`src/rtl/vsd_pkg.sv`:
```
package vsd_pkg;

    typedef enum logic [1:0] {
        SEEK_IDLE,
        SEEK_ONES,
        SEEK_ZERO1,
        SEEK_ZERO2
    } seek_state_e;

    typedef struct packed {
        seek_state_e state;
    } seek_regs_t;

    typedef struct packed {
        logic f;
        logic v;
        logic h;
        logic blank;
        logic field;
        logic sav;
    } flag_regs_t;

    typedef struct packed {
        logic [1:0] phase;
        logic [7:0] y;
        logic       yv;
        logic [7:0] c;
        logic       cv;
        logic       cr;
    } split_regs_t;

endpackage

```
`src/rtl/vsd_code_seek.sv`:
```
module vsd_code_seek
    import vsd_pkg::*;
#(
    parameter int DW = 8
) (
    input  logic          clk,
    input  logic          rst_n,
    input  logic          ce,
    input  logic [DW-1:0] din,
    output logic          code_ok,
    output logic          code_f,
    output logic          code_v,
    output logic          code_h,
    output logic          in_seq
);
    localparam logic [DW-1:0] ONES = {DW{1'b1}};
    localparam logic [DW-1:0] ZERO = {DW{1'b0}};

    seek_regs_t r_d, r_q;

    always_comb begin
        r_d     = r_q;
        code_ok = 1'b0;
        if (ce) begin
            case (r_q.state)
                SEEK_IDLE: begin
                    if (din == ONES) r_d.state = SEEK_ONES;
                end
                SEEK_ONES: begin
                    if (din == ZERO)      r_d.state = SEEK_ZERO1;
                    else if (din == ONES) r_d.state = SEEK_ONES;
                    else                  r_d.state = SEEK_IDLE;
                end
                SEEK_ZERO1: begin
                    if (din == ZERO)      r_d.state = SEEK_ZERO2;
                    else if (din == ONES) r_d.state = SEEK_ONES;
                    else                  r_d.state = SEEK_IDLE;
                end
                SEEK_ZERO2: begin
                    r_d.state = SEEK_IDLE;
                    code_ok   = din[DW-1];
                end
                default: r_d.state = SEEK_IDLE;
            endcase
        end
    end

    assign code_f = din[DW-2];
    assign code_v = din[DW-3];
    assign code_h = din[DW-4];
    assign in_seq = (r_q.state != SEEK_IDLE);

    always_ff @(posedge clk or negedge rst_n) begin
        if (!rst_n) r_q <= '{state: SEEK_IDLE};
        else        r_q <= r_d;
    end

    AST_ACCEPT_NEEDS_CE: assert property (@(posedge clk) disable iff (!rst_n)
        code_ok |-> ce);
    AST_ACCEPT_AFTER_ZEROS: assert property (@(posedge clk) disable iff (!rst_n)
        code_ok |-> (in_seq && $past(ce)));

endmodule

```
`src/rtl/vsd_flags.sv`:
```
module vsd_flags
    import vsd_pkg::*;
(
    input  logic clk,
    input  logic rst_n,
    input  logic code_ok,
    input  logic code_f,
    input  logic code_v,
    input  logic code_h,
    output logic f_flag,
    output logic v_flag,
    output logic h_flag,
    output logic blank,
    output logic field,
    output logic sav_strobe
);
    flag_regs_t r_d, r_q;

    always_comb begin
        r_d     = r_q;
        r_d.sav = 1'b0;
        if (code_ok) begin
            r_d.f = code_f;
            r_d.v = code_v;
            r_d.h = code_h;
            if (code_h) begin
                r_d.blank = 1'b1;
                r_d.field = code_f;
            end else begin
                r_d.blank = code_v;
                r_d.sav   = !code_v;
            end
        end
    end

    always_ff @(posedge clk or negedge rst_n) begin
        if (!rst_n) r_q <= '{f: 1'b0, v: 1'b0, h: 1'b0, blank: 1'b1,
                             field: 1'b0, sav: 1'b0};
        else        r_q <= r_d;
    end

    assign f_flag     = r_q.f;
    assign v_flag     = r_q.v;
    assign h_flag     = r_q.h;
    assign blank      = r_q.blank;
    assign field      = r_q.field;
    assign sav_strobe = r_q.sav;

    AST_SAV_ONE_CLOCK: assert property (@(posedge clk) disable iff (!rst_n)
        sav_strobe |=> !sav_strobe);
    AST_BLANK_IN_VBI: assert property (@(posedge clk) disable iff (!rst_n)
        v_flag |-> blank);
    AST_SAV_OPENS_LINE: assert property (@(posedge clk) disable iff (!rst_n)
        sav_strobe |-> (!blank && !h_flag && !v_flag));

endmodule

```
`src/rtl/vsd_splitter.sv`:
```
module vsd_splitter
    import vsd_pkg::*;
#(
    parameter int DW = 8
) (
    input  logic          clk,
    input  logic          rst_n,
    input  logic          ce,
    input  logic [DW-1:0] din,
    input  logic          blank,
    input  logic          in_seq,
    input  logic          line_start,
    output logic [DW-1:0] y_data,
    output logic          y_valid,
    output logic [DW-1:0] c_data,
    output logic          c_valid,
    output logic          c_is_cr
);
    localparam logic [DW-1:0] ONES = {DW{1'b1}};
    localparam logic [DW-1:0] ZERO = {DW{1'b0}};

    split_regs_t r_d, r_q;
    logic        take;

    assign take = ce && !blank && !in_seq && (din != ZERO) && (din != ONES);

    always_comb begin
        r_d    = r_q;
        r_d.yv = 1'b0;
        r_d.cv = 1'b0;
        if (line_start) begin
            r_d.phase = 2'd0;
        end else if (take) begin
            if (r_q.phase[0]) begin
                r_d.y  = din;
                r_d.yv = 1'b1;
            end else begin
                r_d.c  = din;
                r_d.cv = 1'b1;
                r_d.cr = r_q.phase[1];
            end
            r_d.phase = r_q.phase + 2'd1;
        end
    end

    always_ff @(posedge clk or negedge rst_n) begin
        if (!rst_n) r_q <= '0;
        else        r_q <= r_d;
    end

    assign y_data  = r_q.y;
    assign y_valid = r_q.yv;
    assign c_data  = r_q.c;
    assign c_valid = r_q.cv;
    assign c_is_cr = r_q.cr;

    AST_ONE_SAMPLE_KIND: assert property (@(posedge clk) disable iff (!rst_n)
        !(y_valid && c_valid));
    AST_SAMPLE_NEEDS_CE: assert property (@(posedge clk) disable iff (!rst_n)
        (y_valid || c_valid) |-> $past(ce));
    AST_NO_SAMPLE_IN_BLANK: assert property (@(posedge clk) disable iff (!rst_n)
        (y_valid || c_valid) |-> !$past(blank));

endmodule

```
`src/rtl/vid_sync_decoder.sv`:
```
module vid_sync_decoder
    import vsd_pkg::*;
#(
    parameter int DW = 8
) (
    input  logic          clk,
    input  logic          rst_n,
    input  logic          ce,
    input  logic [DW-1:0] din,
    output logic          f_flag,
    output logic          v_flag,
    output logic          h_flag,
    output logic          blank,
    output logic          sav_strobe,
    output logic          field,
    output logic [DW-1:0] y_data,
    output logic          y_valid,
    output logic [DW-1:0] c_data,
    output logic          c_valid,
    output logic          c_is_cr
);
    logic code_ok, code_f, code_v, code_h, in_seq;

    vsd_code_seek #(.DW(DW)) u_seek (
        .clk(clk), .rst_n(rst_n), .ce(ce), .din(din),
        .code_ok(code_ok), .code_f(code_f), .code_v(code_v),
        .code_h(code_h), .in_seq(in_seq)
    );

    vsd_flags u_flags (
        .clk(clk), .rst_n(rst_n), .code_ok(code_ok),
        .code_f(code_f), .code_v(code_v), .code_h(code_h),
        .f_flag(f_flag), .v_flag(v_flag), .h_flag(h_flag),
        .blank(blank), .field(field), .sav_strobe(sav_strobe)
    );

    vsd_splitter #(.DW(DW)) u_split (
        .clk(clk), .rst_n(rst_n), .ce(ce), .din(din),
        .blank(blank), .in_seq(in_seq),
        .line_start(code_ok && !code_h),
        .y_data(y_data), .y_valid(y_valid),
        .c_data(c_data), .c_valid(c_valid), .c_is_cr(c_is_cr)
    );

    AST_FLAGS_HOLD: assert property (@(posedge clk) disable iff (!rst_n)
        !code_ok |=> $stable({f_flag, v_flag, h_flag}));
    AST_FIELD_FROM_EAV: assert property (@(posedge clk) disable iff (!rst_n)
        (code_ok && !code_h) |=> $stable(field));

endmodule

```
`config.mk`:
```
export PLATFORM = sky130hd
export DESIGN_NAME = vid_sync_decoder
export DESIGN_NICKNAME = d
export VERILOG_FILES = /design/src/rtl/vsd_pkg.sv /design/src/rtl/vsd_code_seek.sv /design/src/rtl/vsd_flags.sv /design/src/rtl/vsd_splitter.sv /design/src/rtl/vid_sync_decoder.sv
export SDC_FILE = /design/constraint.sdc
export NUM_CORES = 1
export LEC_CHECK = 0
export BUFFER_PORTS_ARGS = -buffer_cell sky130_fd_sc_hd__buf_4
export CAP_MARGIN = 0
export CORE_ASPECT_RATIO = 1.1
export CORE_UTILIZATION = 51
export DETAILED_ROUTE_END_ITERATION = 8
export PLACE_DENSITY = 0.78
export SLEW_MARGIN = 30
export SYNTH_ARGS = -nofsm -noshare
export SYNTH_HDL_FRONTEND = slang
export SYNTH_SLANG_ARGS = --single-unit
```
`constraint.sdc`:
```
create_clock -name clk -period 2.1 [get_ports clk]
set_input_delay 0.525 -clock clk [delete_from_list [all_inputs] [get_ports clk]]
set_output_delay 0.525 -clock clk [all_outputs]
set_load 0.005 [all_outputs]
```
Word-level counts from Yosys, hierarchy flattened
Cells that the tools add are included.

word-level totals
  bits in registers = 29
  bits of input ports = 11
  logic and storage cells = 55
  output and inout bits = 25

cells by class
  eq/ne operators = 6
  bitwise logic cells = 2
  add/sub/neg operators = 1
  mux-type cells = 15
  reductions and logical operators = 18

operators by type and width
  cell                                                              count
  21-bit 2-to-1 mux                                                 1
  11-bit 2-to-1 mux                                                 1
  10-bit 2-to-1 mux                                                 1
  9-bit 2-to-1 mux                                                  1
  8-bit == test (second input constant)                             1
  8-bit logical NOT                                                 1
  2-bit 2-to-1 mux                                                  4
  8-bit != test (second input constant)                             1
  2-bit one-hot mux with 4 select lines                             1
  8-bit nonzero test                                                1
  1-bit 2-to-1 mux                                                  6
  3-bit AND reduction                                               2
  1-bit logical AND                                                 5
  2-bit == test (second input constant)                             2
  1-bit logical NOT                                                 4
  2-bit AND reduction                                               2
  2-bit nonzero test                                                2
  2-bit by 1-bit adder with 2-bit output (second input constant)    1
  2-bit by 1-bit == test with 1-bit output (second input constant)  1
  2-bit logical NOT                                                 1
  2-bit by 1-bit != test with 1-bit output (second input constant)  1
  1-bit inverter                                                    2

Logic depth before layout (Yosys ltp)
Gate-level depths: netlist (run 1).

  depth after elaboration = 7
  depth in mapped cells = 5
  mapped depth without buffers = 4

Hierarchy
From an unflattened synthesis (run 1), not the netlist that was laid out.

second synthesis, totals
  cells, all modules = 112
  area, all modules = 1463.9 um^2

by module, submodules not included
  module            area an instance (um^2)  cells each  sequential area each (um^2)  times used
  vsd_splitter      1042.2                   74          525.5                        1
  vsd_flags         224.0                    15          151.4                        1
  vsd_code_seek     183.9                    22          50.0                         1
  vid_sync_decoder  13.8                     1           0.0                          1

Worst setup path after synthesis (run 1)
Ideal clock, no wire load.

  path type = input port to flip-flop
  from = in din[4]
  to = reg u_split.r_q, in the netlist u_split.c_data[1]
  data required time = 1.975 ns
  stages on the path = 5
  buffers on the path = 1
  arrival time = 1.873 ns
  setup slack = 0.102 ns
  library setup time = 0.125 ns
  cells stage by stage = or4_1 -> o21bai_4 -> nor4_2 -> buf_6 -> mux2_4

between the ends
  cells in the longest elaborated chain, start to end = 4
  elaborated cells on any way between the ends = 8
  classes of those cells = eq/ne (1); bitwise (1); reduce/logical (6)

ends and longest elaborated chain
  item                                                     RTL line                                    text
  start, declared                                          vid_sync_decoder.sv:9                       input logic [DW-1:0] din,
  8-bit nonzero test or 1-bit logical NOT (tied branches)  vsd_splitter.sv:25, vid_sync_decoder.sv:40
  1-bit logical AND, on equally long branches              vsd_splitter.sv:25, vid_sync_decoder.sv:40
  1-bit logical AND or 1-bit inverter (tied branches)      n/a
  3-bit AND reduction (no line) (*)                        n/a
  end signal, assigned                                     vsd_splitter.sv:48                          else r_q <= r_d;
  end, declared                                            vsd_splitter.sv:22                          split_regs_t r_d, r_q;

Every way passes the cells marked *; elsewhere a longest branch is shown, timed or not.
A chain may end at the register's enable or synchronous reset.

Worst setup path after layout (run 1)
  from = in din[4]
  to = reg u_split.r_q, in the netlist u_split.c_data[6]

Same word-level chain as after synthesis.

==> results.yml, run 1 <==
outcome:
  outcome: "complete, no violations"
place:
  numPlacedInstances: 163
  dpl.hpwl_mm: 1.82
  gpl.final_weighted_congestion: 0.787
  dpl-instance-area_sq_um: 1600
  numPortBuffers: 35
  dp_slack_ns: -0.0452
clocking:
  tritoncts.num_buffers: 5
  cts.clk_slew.worst_paths_ns: 0.09
  cts.path.max_buffers: 2
  post_cts_hold_buffer_count: 0
  cts-resized-gates: 0
  ctsHtreeMaxLevel: 2
  tritoncts: "yes"
  post_cts_buffers: 0
  numClockSinks: 29
  clk_root_buffer_cell: "sky130_fd_sc_hd__clkbuf_4"
  clock_insertion_delay_worst_skew_ns: 0.33
detailed_routing:
  route.detailed.vias_per_inst: 5.27
  detail_route.drc_violations: 0
  final_antenna_net_count: 0
  drt_first_iter_violations: 8
  wire_per_inst_um: 14.2
  vias: 902
  wl_mm: 2.44
  drt_pass_1_iters: 4
global_routing:
  grt_util_all_layers_pct: 20.5
  grt_antenna_before_repair: 0
  grt.overflow.total: 0
  grt_pass1_vias: 874
  grt_pass1_wl_mm: 4.17
  grt_start_max_net_pins: 30
worst_setup_path:
  timing.critical_path.max_delay_family: "simple AND/OR/NAND/NOR gates"
  path_max_fanout: 11
  setup.worst_path.start_class: "primary input"
  timing.setup.critical_path_class: "in -> reg"
  worst_ep_required_time_ns: 2.31
  cp_slowest_stage_delay_ns: 0.60
  cp_cell_sequence: "buf_4 > or4_1 > o21bai_4 > nor4_2 > buf_12 > mux2_4"
  worstPathArrival_ns: 2.03
  worst-path-buf-inv: 2
  slowest_stage: "sky130_fd_sc_hd__or4_1"
  end_kind: "flop"
timing:
  timing.final.crit_period_ns: 1.82
  final.setup.tns_ns: 0
  finalClockSkew_ns: 0.0101
  finalCritPeriodShare_pct: 86.4
  max_slew.worst_pin.slew_ns: 0.420
  worst_slew_margin_rel_pct: 71.9
  post-route-worst-setup-slack_ns: 0.285
  rsz0062_at_grt: "false"
  clock.fmax_mhz: 551
  finalSetupViolations: 0
  final-max-slew-violation-count: 0
  hold_violations: 0
layout:
  finish.instance_area_sq_um: 1690
  antenna_cells: 0
  flow.area_growth_from_synthesis_pct: 26.2
  layout.cells.non_filler: 171
  final_net_count: 150
  final_layout_size_suffix_gt1_share_pct: 53.6
die:
  design.portCount: 36
  initial_utilization_pct: 53.5
  fp.dieH_um: 55.7
  core_area_sq_um: 2500
  row_count: 19
  chipWidth_um: 50.8
  dieArea_sq_um: 2830
synthesis:
  ffs_w_async_s_r_synth_pct: 100
  mappedNetlistNets: 114
  synth_seq_area_share_pct: 54.4
  post_synth_instance_area_sq_um: 1340
  yosys_warnings: 0
  synth_seq_cells: 29
  ys.flop_type: "sky130_fd_sc_hd__dfrtp_1"
  yosysUniqueCellTypes: 22
  avgSynthCellArea_sq_um: 13.0
  postSynthCellCount: 103
  synth_enable_flop_cells: 0
hold_path:
  hp-class: "in -> async"
power:
  worst_ir_drop_vdd_v: 0.000754
  post-layout-total-power_mw: 1.58
  power.static_leakage_nw: 0.822
  powerDensity_nw_per_um2: 934
job:
  drv_cap: 0
## worst register-to-register path: stages (launching register included)
cell and delay [ns]:
sky130_fd_sc_hd__dfrtp_1 0.44, sky130_fd_sc_hd__o21bai_4 0.22, sky130_fd_sc_hd__nor4_2 0.37, sky130_fd_sc_hd__buf_12 0.19, sky130_fd_sc_hd__mux2_2 0.33
## layout make-up
class | instances | area, sq um
clock inverters | 1 | 30.0
flip-flops and latches | 29 | 727
well taps | 31 | 38.8
multi-input cells | 56 | 474
fillers | 188 | 810
inverters | 1 | 3.75
clock buffers | 7 | 55.1
repair buffers | 46 | 358
## per-layer routing
| metal | part of all wire (%) | vias up | track usage [%] |
|---|---|---|---|
| met2 | 51 | 26 | 32.6 |
| met1 | 43 | 450 | 25.7 |
| met3 | 4.8 | 4 | 8.20 |
| met5 | 0 | - | 0 |
| met4 | 1.3 | 0 | 5.95 |
| li1 | - | 422 | - |
## report_power, final
group	switching (mW)	leakage (nW)	internal (mW)	total (mW)
registers	0.0622	0.356	0.664	0.727
clock network	0.187	0.0455	0.284	0.472
logic	0.122	0.420	0.255	0.378
total	0.372	0.822	1.20	1.58
## state kept, by name, indices dropped and copies added, names as in the netlist
register and flops:
u_flags.blank 1, u_flags.f_flag 1, u_flags.field 1, u_flags.h_flag 1
u_flags.sav_strobe 1, u_flags.v_flag 1, u_seek.r_q 2, u_split.c_data 8
u_split.c_is_cr 1, u_split.c_valid 1, u_split.r_q 2, u_split.y_data 8
u_split.y_valid 1
## Yosys cell counts, types with 2 or more instances
cell | count | area share [%]
sky130_fd_sc_hd__nand2_1 | 12 | 3.4
sky130_fd_sc_hd__nor2_1 | 7 | 2.0
sky130_fd_sc_hd__or4_1 | 2 | 1.1
sky130_fd_sc_hd__buf_4 | 16 | 9.0
sky130_fd_sc_hd__nand4_1 | 3 | 1.4
sky130_fd_sc_hd__dfrtp_1 | 28 | 52
sky130_fd_sc_hd__mux2_4 | 8 | 9.0
sky130_fd_sc_hd__nand2b_1 | 3 | 1.4
sky130_fd_sc_hd__o31ai_1 | 2 | 1.1
sky130_fd_sc_hd__mux2_2 | 10 | 8.4
## final timing paths
path	startpoint	end	slack, ns	cells after the start
min in group clk	din[6]	u_flags.f_flag$_DFFE_PN0P_	0.45	3
worst min register to register	u_flags.v_flag$_DFFE_PN0P_	u_flags.v_flag$_DFFE_PN0P_	0.49	2
worst min-delay path	rst_n	u_flags.sav_strobe$_DFF_PN0_	0.10	1
worst max register to register	u_seek.r_q[1]$_DFFE_PN0P_	u_split.c_data[0]$_DFFE_PN0P_	0.43	4
max in group asynchronous	rst_n	u_flags.blank$_DFFE_PN1P_	1.70	1
worst max-delay path	din[4]	u_split.c_data[6]$_DFFE_PN0P_	0.28	6
## metrics by stage
stage,hold WS (ns),utilization [%]
floorplan,0.229,-
global placement,0.460,64.2
detailed placement,0.463,64.2
CTS,0.0939,67.6
global route,0.111,67.6
finish,0.101,67.6
## kinds of logic (layout without fill, tap and decap cells)
| kind of cell | after synthesis | in the layout | synth area share (%) |
|---|---|---|---|
| buffers and inverters | 18 | 55 | 10.1 |
| flip-flops | 29 | 29 | 54.4 |
| AND/OR/NAND/NOR | 30 | 30 | 12.5 |
| AO/OA/AOI/OAI | 7 | 7 | 4.87 |
| multiplexers | 19 | 19 | 18.2 |
## layout by cell type (no fill, tap or decap), drive strengths merged
cell	instances
o31ai	2
dfrtp	28
inv	1
clkbuf	7
dfstp	1
or4	2
o311ai	1
bufinv	1
and4	1
o2bb2ai	1
mux2	18
nor2	7
nand2b	3
nand2	12
buf	46
nor4	2
nand4	3
a21oi	1
a22o	1
mux2i	1
o21bai	1
(Power assumes the default switching activity.)
==> inputs of run 2 (changes only) <==
PLACE_DENSITY = unset   (was 0.78)
PLACE_DENSITY_LB_ADDON = 0.12   (was unset)
clock period = 1.82 ns   (was 2.1 ns; I/O delays follow)
==> run 2 against run 1 <==
Clock-buffer cell count unchanged. Hold slack worse by 0.078 ns. Via count up 0.11%. Utilization increased by 2.6 points. Sequential share of layout area shrank 1.6 points. First-iteration DRC count up 50%. Power up 9.5%. Non-clock buffer count up 10. Clock power is 6.4% lower. Sequential power rose by 15%. Global-route usage rose by 0.69 points. Setup slack worse by 0.15 ns. Largest cell class unchanged. Highest routed layer unchanged.
==> results.yml, run 2 (synthesis gave the netlist of run 1 again) <==
die:
  design.portCount: 36
  dieArea_sq_um: 2830
  initial_utilization_pct: 53.5
  row_count: 19
  core_area_sq_um: 2500
  fp.dieH_um: 55.7
  chipWidth_um: 50.8
worst_setup_path:
  timing.setup.critical_path_class: "in -> reg"
  cp-startpoint: "din[4]"
  path_max_fanout: 5
  worstPathArrival_ns: 1.90
  setup.worst_path.start_class: "primary input"
  reg2reg_from: "u_seek.r_q[0]$_DFFE_PN0P_"
  end_kind: "flop"
  worst_ep_required_time_ns: 2.03
detailed_routing:
  final_antenna_net_count: 0
  wire_per_inst_um: 13.9
  detail_route.drc_violations: 0
  wl_mm: 2.51
  drt_pass_1_iters: 4
  drt_first_iter_violations: 12
  vias: 903
  route.detailed.vias_per_inst: 4.99
timing:
  finalCritPeriodShare_pct: 92.8
  rsz0062_at_grt: "false"
  finalClockSkew_ns: 0.0132
  max_slew.worst_pin.slew_ns: 0.360
  timing.final.crit_period_ns: 1.69
  final-max-slew-violation-count: 0
  finalSetupViolations: 0
  clock.fmax_mhz: 592
  hold_violations: 0
  worst_slew_margin_rel_pct: 75.7
hold_path:
  hp-class: "in -> async"
power:
  powerDensity_nw_per_um2: 986
  post-layout-total-power_mw: 1.73
  worst_ir_drop_vdd_v: 0.000800
  power.static_leakage_nw: 0.869
layout:
  finish.instance_area_sq_um: 1750
  final_layout_size_suffix_gt1_share_pct: 58.7
  flow.area_growth_from_synthesis_pct: 31.0
  fillers: 184
  layout_common_cells: "56 x sky130_fd_sc_hd__buf_4, 28 x sky130_fd_sc_hd__dfrtp_1, 12 x sky130_fd_sc_hd__nand2_1"
  antenna_cells: 0
  layout_commonest_cell: "sky130_fd_sc_hd__buf_4"
  final_net_count: 160
clocking:
  ctsHtreeMaxLevel: 2
  cts.clk_slew.worst_paths_ns: 0.09
  cts-resized-gates: 0
  cts.path.max_buffers: 2
  tritoncts: "yes"
  clock_insertion_delay_worst_skew_ns: 0.33
  tritoncts.num_buffers: 5
  clk_root_buffer_cell: "sky130_fd_sc_hd__clkbuf_4"
  numClockSinks: 29
global_routing:
  grt_pass1_vias: 936
  grt_antenna_before_repair: 0
  grt_pass1_wl_mm: 4.31
  grt.overflow.total: 0
  grt_util_all_layers_pct: 21.2
  grt_start_max_net_pins: 30
place:
  numPortBuffers: 35
  dpl-instance-area_sq_um: 1660
  dpl.hpwl_mm: 1.87
  gpl.final_weighted_congestion: 0.759
outcome:
  outcome: "complete, no violations"
job:
  drv_cap: 0
[run 2: layout make-up]
cell class / count / area (sq um) / share of cell area, %
Clock buffer: 7 / 65.1 / 3.72
Tap cell: 31 / 38.8 / 2.22
Inverter: 1 / 3.75 / 0.214
Multi-Input combinational cell: 56 / 490 / 28.0
Timing Repair Buffer: 56 / 420 / 24.0
Sequential cell: 29 / 727 / 41.5
Clock inverter: 1 / 5.00 / 0.286
[run 2: stage by stage]
stage	utilization, %	cells	setup TNS (ns)	hold slack (ns)	setup slack (ns)
CTS	70.1	181	0	0.0357	0.138
finish	70.1	181	0	0.0230	0.131
detailed placement	66.4	170	-3.89	0.395	-0.319
global placement	66.4	170	-3.45	0.393	-0.283
global route	70.1	181	0	0.0413	0.110
floorplan	-	103	-0.273	0.159	-0.0341
[run 2: worst paths after layout]
| kind | end | slack [ns] | depth (start not counted) |
|---|---|---|---|
| min in group clk | u_split.y_data[7]$_DFFE_PN0P_ | 0.38 | 2 |
| hold / removal | u_flags.f_flag$_DFFE_PN0P_ | 0.02 | 1 |
| max in group asynchronous | u_flags.blank$_DFFE_PN1P_ | 1.49 | 1 |
| setup / recovery | u_split.c_data[5]$_DFFE_PN0P_ | 0.13 | 6 |
| setup reg to reg | u_split.c_data[5]$_DFFE_PN0P_ | 0.21 | 5 |
| hold reg to reg | u_flags.v_flag$_DFFE_PN0P_ | 0.49 | 2 |
[run 2: what timing repair did]
action,CTS,global route
setup endpoints to repair,9,0
buffers inserted,3,0
hold buffers,0,0
[run 2: worst max-delay path, stage by stage]
cell and delay, ns:
sky130_fd_sc_hd__buf_4 0.12, sky130_fd_sc_hd__or4_4 0.57, sky130_fd_sc_hd__o21bai_4 0.22, sky130_fd_sc_hd__nor4_4 0.07
sky130_fd_sc_hd__buf_4 0.17, sky130_fd_sc_hd__mux2_4 0.29
[run 2: per-layer routing]
metal | track usage [%] | vias to the layer above | routed length [um]
li1 | - | 438 | -
met1 | 26.9 | 439 | 1090
met2 | 33.0 | 21 | 1260
met3 | 8.20 | 5 | 109
met4 | 7.14 | 0 | 46
met5 | 0 | - | 0
[run 2: where the power goes]
part	internal, mW	switching (mW)	total (mW)	leakage, nW
combinational	0.303	0.144	0.447	0.472
clock	0.223	0.218	0.442	0.0413
sequential	0.767	0.0706	0.837	0.356
total	1.29	0.432	1.73	0.869
==> inputs of run 3 (changes only) <==
ABC_AREA = 1   (was unset)
CORE_UTILIZATION = 52   (was 51)
TNS_END_PERCENT = 1   (was unset)
==> run 3 against run 2 <==
Design area down 4.2%. Highest routed layer unchanged. Cell count grew 27%. First-iteration DRC count rose to 2.5 times the previous value. Flip-flop and latch count unchanged.
==> results.yml, run 3 <==
outcome:
  outcome: "complete, no violations"
layout:
  layout.area.seq_sq_um: 727
  antenna_cells: 0
  fillers: 239
  flow.area_growth_from_synthesis_pct: 15.6
  multi_input_area_sq_um: 514
  layout.cells.non_filler: 229
  fin_util_pct: 65.3
  layout_commonest_cell: "sky130_fd_sc_hd__nand2_1"
  layout_common_cells: "63 x sky130_fd_sc_hd__nand2_1, 36 x sky130_fd_sc_hd__buf_4, 28 x sky130_fd_sc_hd__dfrtp_1"
  finish.instance_area_sq_um: 1680
  final_net_count: 208
  final_layout_size_suffix_gt1_share_pct: 26.8
timing:
  final.hold.worst_slack_ns: 0.0243
  hold_violations: 0
  post-route-worst-setup-slack_ns: 0.338
  timing.final.crit_period_ns: 1.48
  finalClockSkew_ns: 0.00902
  max_slew.worst_pin.slew_ns: 0.408
  rsz0062_at_grt: "false"
  clock.fmax_mhz: 675
  finalSetupViolations: 0
  finalCritPeriodShare_pct: 81.4
  final-max-slew-violation-count: 0
  final.setup.tns_ns: 0
  worst_slew_margin_rel_pct: 72.8
global_routing:
  grt_util_all_layers_pct: 22.9
  grt_start_max_net_pins: 30
  grt_pass1_vias: 1138
  grt_antenna_before_repair: 0
  grt_pass1_wl_mm: 4.97
  grt.overflow.total: 0
synthesis:
  mappedNetlistNets: 185
  synth_xor_area_share_pct: 0.604
  yosys-top-cells-area: "sky130_fd_sc_hd__dfrtp_1 48%, sky130_fd_sc_hd__nand2_1 16%, sky130_fd_sc_hd__buf_4 8.3%"
  netlist.top_cell.by_area: "sky130_fd_sc_hd__dfrtp_1"
  synthMuxAreaShare_pct: 0
  synth_commonest_cells: "63 x sky130_fd_sc_hd__nand2_1, 28 x sky130_fd_sc_hd__dfrtp_1, 18 x sky130_fd_sc_hd__nand4_1"
  ffs_w_async_s_r_synth_pct: 100
  synth_seq_area_share_pct: 50.1
  ys.flop_type: "sky130_fd_sc_hd__dfrtp_1"
  avgSynthCellArea_sq_um: 8.33
  synth_seq_cells: 29
  post_synth_and_or_nand_nor_area_fraction_pct: 32.9
  post_synth_instance_area_sq_um: 1450
  largest_family_of_logic_cells_by_synthesized_area: "simple AND/OR/NAND/NOR gates"
  synth_enable_flop_cells: 0
  synth-adder-area-share_pct: 0
  synth_compound_area_share_pct: 1.98
  postSynthCellCount: 174
  yosys_warnings: 0
  yosysUniqueCellTypes: 19
  top_cell_type_s_share_of_synthesized_area_pct: 48.3
  synthMostInstantiatedCell: "sky130_fd_sc_hd__nand2_1"
worst_setup_path:
  path_max_fanout: 12
  timing.critical_path.max_delay_family: "flip-flops"
  reg2reg_from: "u_split.r_q[19]$_DFFE_PN0P_"
  end_kind: "flop"
  worstPathArrival_ns: 1.76
  timing.setup.critical_path_class: "reg -> reg"
  worst-path-buf-inv: 1
  setup.worst_path.start_class: "flop"
  crit_top_cell: "sky130_fd_sc_hd__nand2_1"
  cp_cell_sequence: "clkinv_1 > nand4_2 > nand2_1 > nand2_1"
  reg2reg_setup_slack_ns: 0.34
  slowest_stage: "sky130_fd_sc_hd__dfrtp_1"
  reg2reg_depth: 4
  cp_slowest_stage_delay_ns: 0.60
  worst_ep_required_time_ns: 2.09
  reg2reg_to: "u_split.c_data[5]$_DFFE_PN0P_"
power:
  power.static_leakage_nw: 1.03
  powerDensity_nw_per_um2: 688
  worst_ir_drop_vdd_v: 0.000808
  post-layout-total-power_mw: 1.15
die:
  core_area_sq_um: 2570
  row_count: 19
  design.portCount: 36
  dieArea_sq_um: 3000
  initial_utilization_pct: 56.5
  chipWidth_um: 52.4
  fp.dieH_um: 57.4
detailed_routing:
  drt_first_iter_violations: 30
  wl_mm: 3.00
  wire_per_inst_um: 13.1
  detail_route.drc_violations: 0
  drt_pass_1_iters: 4
  final_antenna_net_count: 0
  vias: 1212
  route.detailed.vias_per_inst: 5.29
clocking:
  cts.path.max_buffers: 2
  post_cts_buffers: 0
  cts-resized-gates: 0
  tritoncts.num_buffers: 5
  tritoncts: "yes"
  clk_root_buffer_cell: "sky130_fd_sc_hd__clkbuf_4"
  ctsHtreeMaxLevel: 2
  cts.clk_slew.worst_paths_ns: 0.10
  post_cts_hold_buffer_count: 0
  clock_insertion_delay_worst_skew_ns: 0.34
  numClockSinks: 29
place:
  numPlacedInstances: 221
  gpl.final_weighted_congestion: 0.780
  dpl-instance-area_sq_um: 1610
  dpl.hpwl_mm: 2.12
  dp_slack_ns: 0.242
  numPortBuffers: 35
hold_path:
  hp-class: "in -> async"
job:
  drv_cap: 0
run 3: cell count changes in the layout (fill, tap and decap cells not counted), sizes merged, moves of 3 or more:
cell    change
nand3       +5
nand2b      -3
nand2      +52
o21ai       +3
nor2        +8
nand4      +17
buf        -20
mux2       -18
inv        +13
run 3: how the worst max path moves through the flow:
stage / endpoint / slack, ns / from / depth (start not counted)
after floorplan: u_split.c_data[7]$_DFFE_PN0P_ / 0.60 / din[7] / 7
after global placement: u_split.y_data[3]$_DFFE_PN0P_ / 0.32 / din[5] / 7
after detailed placement: u_split.y_data[3]$_DFFE_PN0P_ / 0.24 / din[1] / 7
after CTS: u_split.c_data[5]$_DFFE_PN0P_ / 0.37 / u_split.r_q[19]$_DFFE_PN0P_ / 4
after global routing: u_split.c_data[3]$_DFFE_PN0P_ / 0.18 / u_split.r_q[19]$_DFFE_PN0P_ / 4
final: u_split.c_data[5]$_DFFE_PN0P_ / 0.34 / u_split.r_q[19]$_DFFE_PN0P_ / 4
run 3: area by class of cell:
class | instances | area share [%]
clock inverter | 1 | 0.299
timing repair buffer | 36 | 16.1
clock buffer | 7 | 3.88
inverter | 15 | 3.36
multi-input combinational | 110 | 30.7
tap | 31 | 2.31
sequential | 29 | 43.4
run 3: power by group:
group	total (mW)	internal, mW	switching, mW
Clock	0.453	0.224	0.229
Combinational	0.0564	0.0195	0.0368
Sequential	0.644	0.644	0.000146
Total	1.15	0.887	0.266
run 3: metal layers:
metal | vias to the layer above | track usage, % | share of wire (%)
li1 | 586 | - | -
met1 | 583 | 28.0 | 43
met2 | 38 | 37.3 | 50
met3 | 5 | 8.00 | 5.9
met4 | 0 | 7.89 | 1.5
met5 | - | 0 | 0
run 3: cell families after synthesis:
kind of cell	count (synthesis)
flops	29
compound gates	5
xor+xnor	1
buf+inv	35
simple gates	104
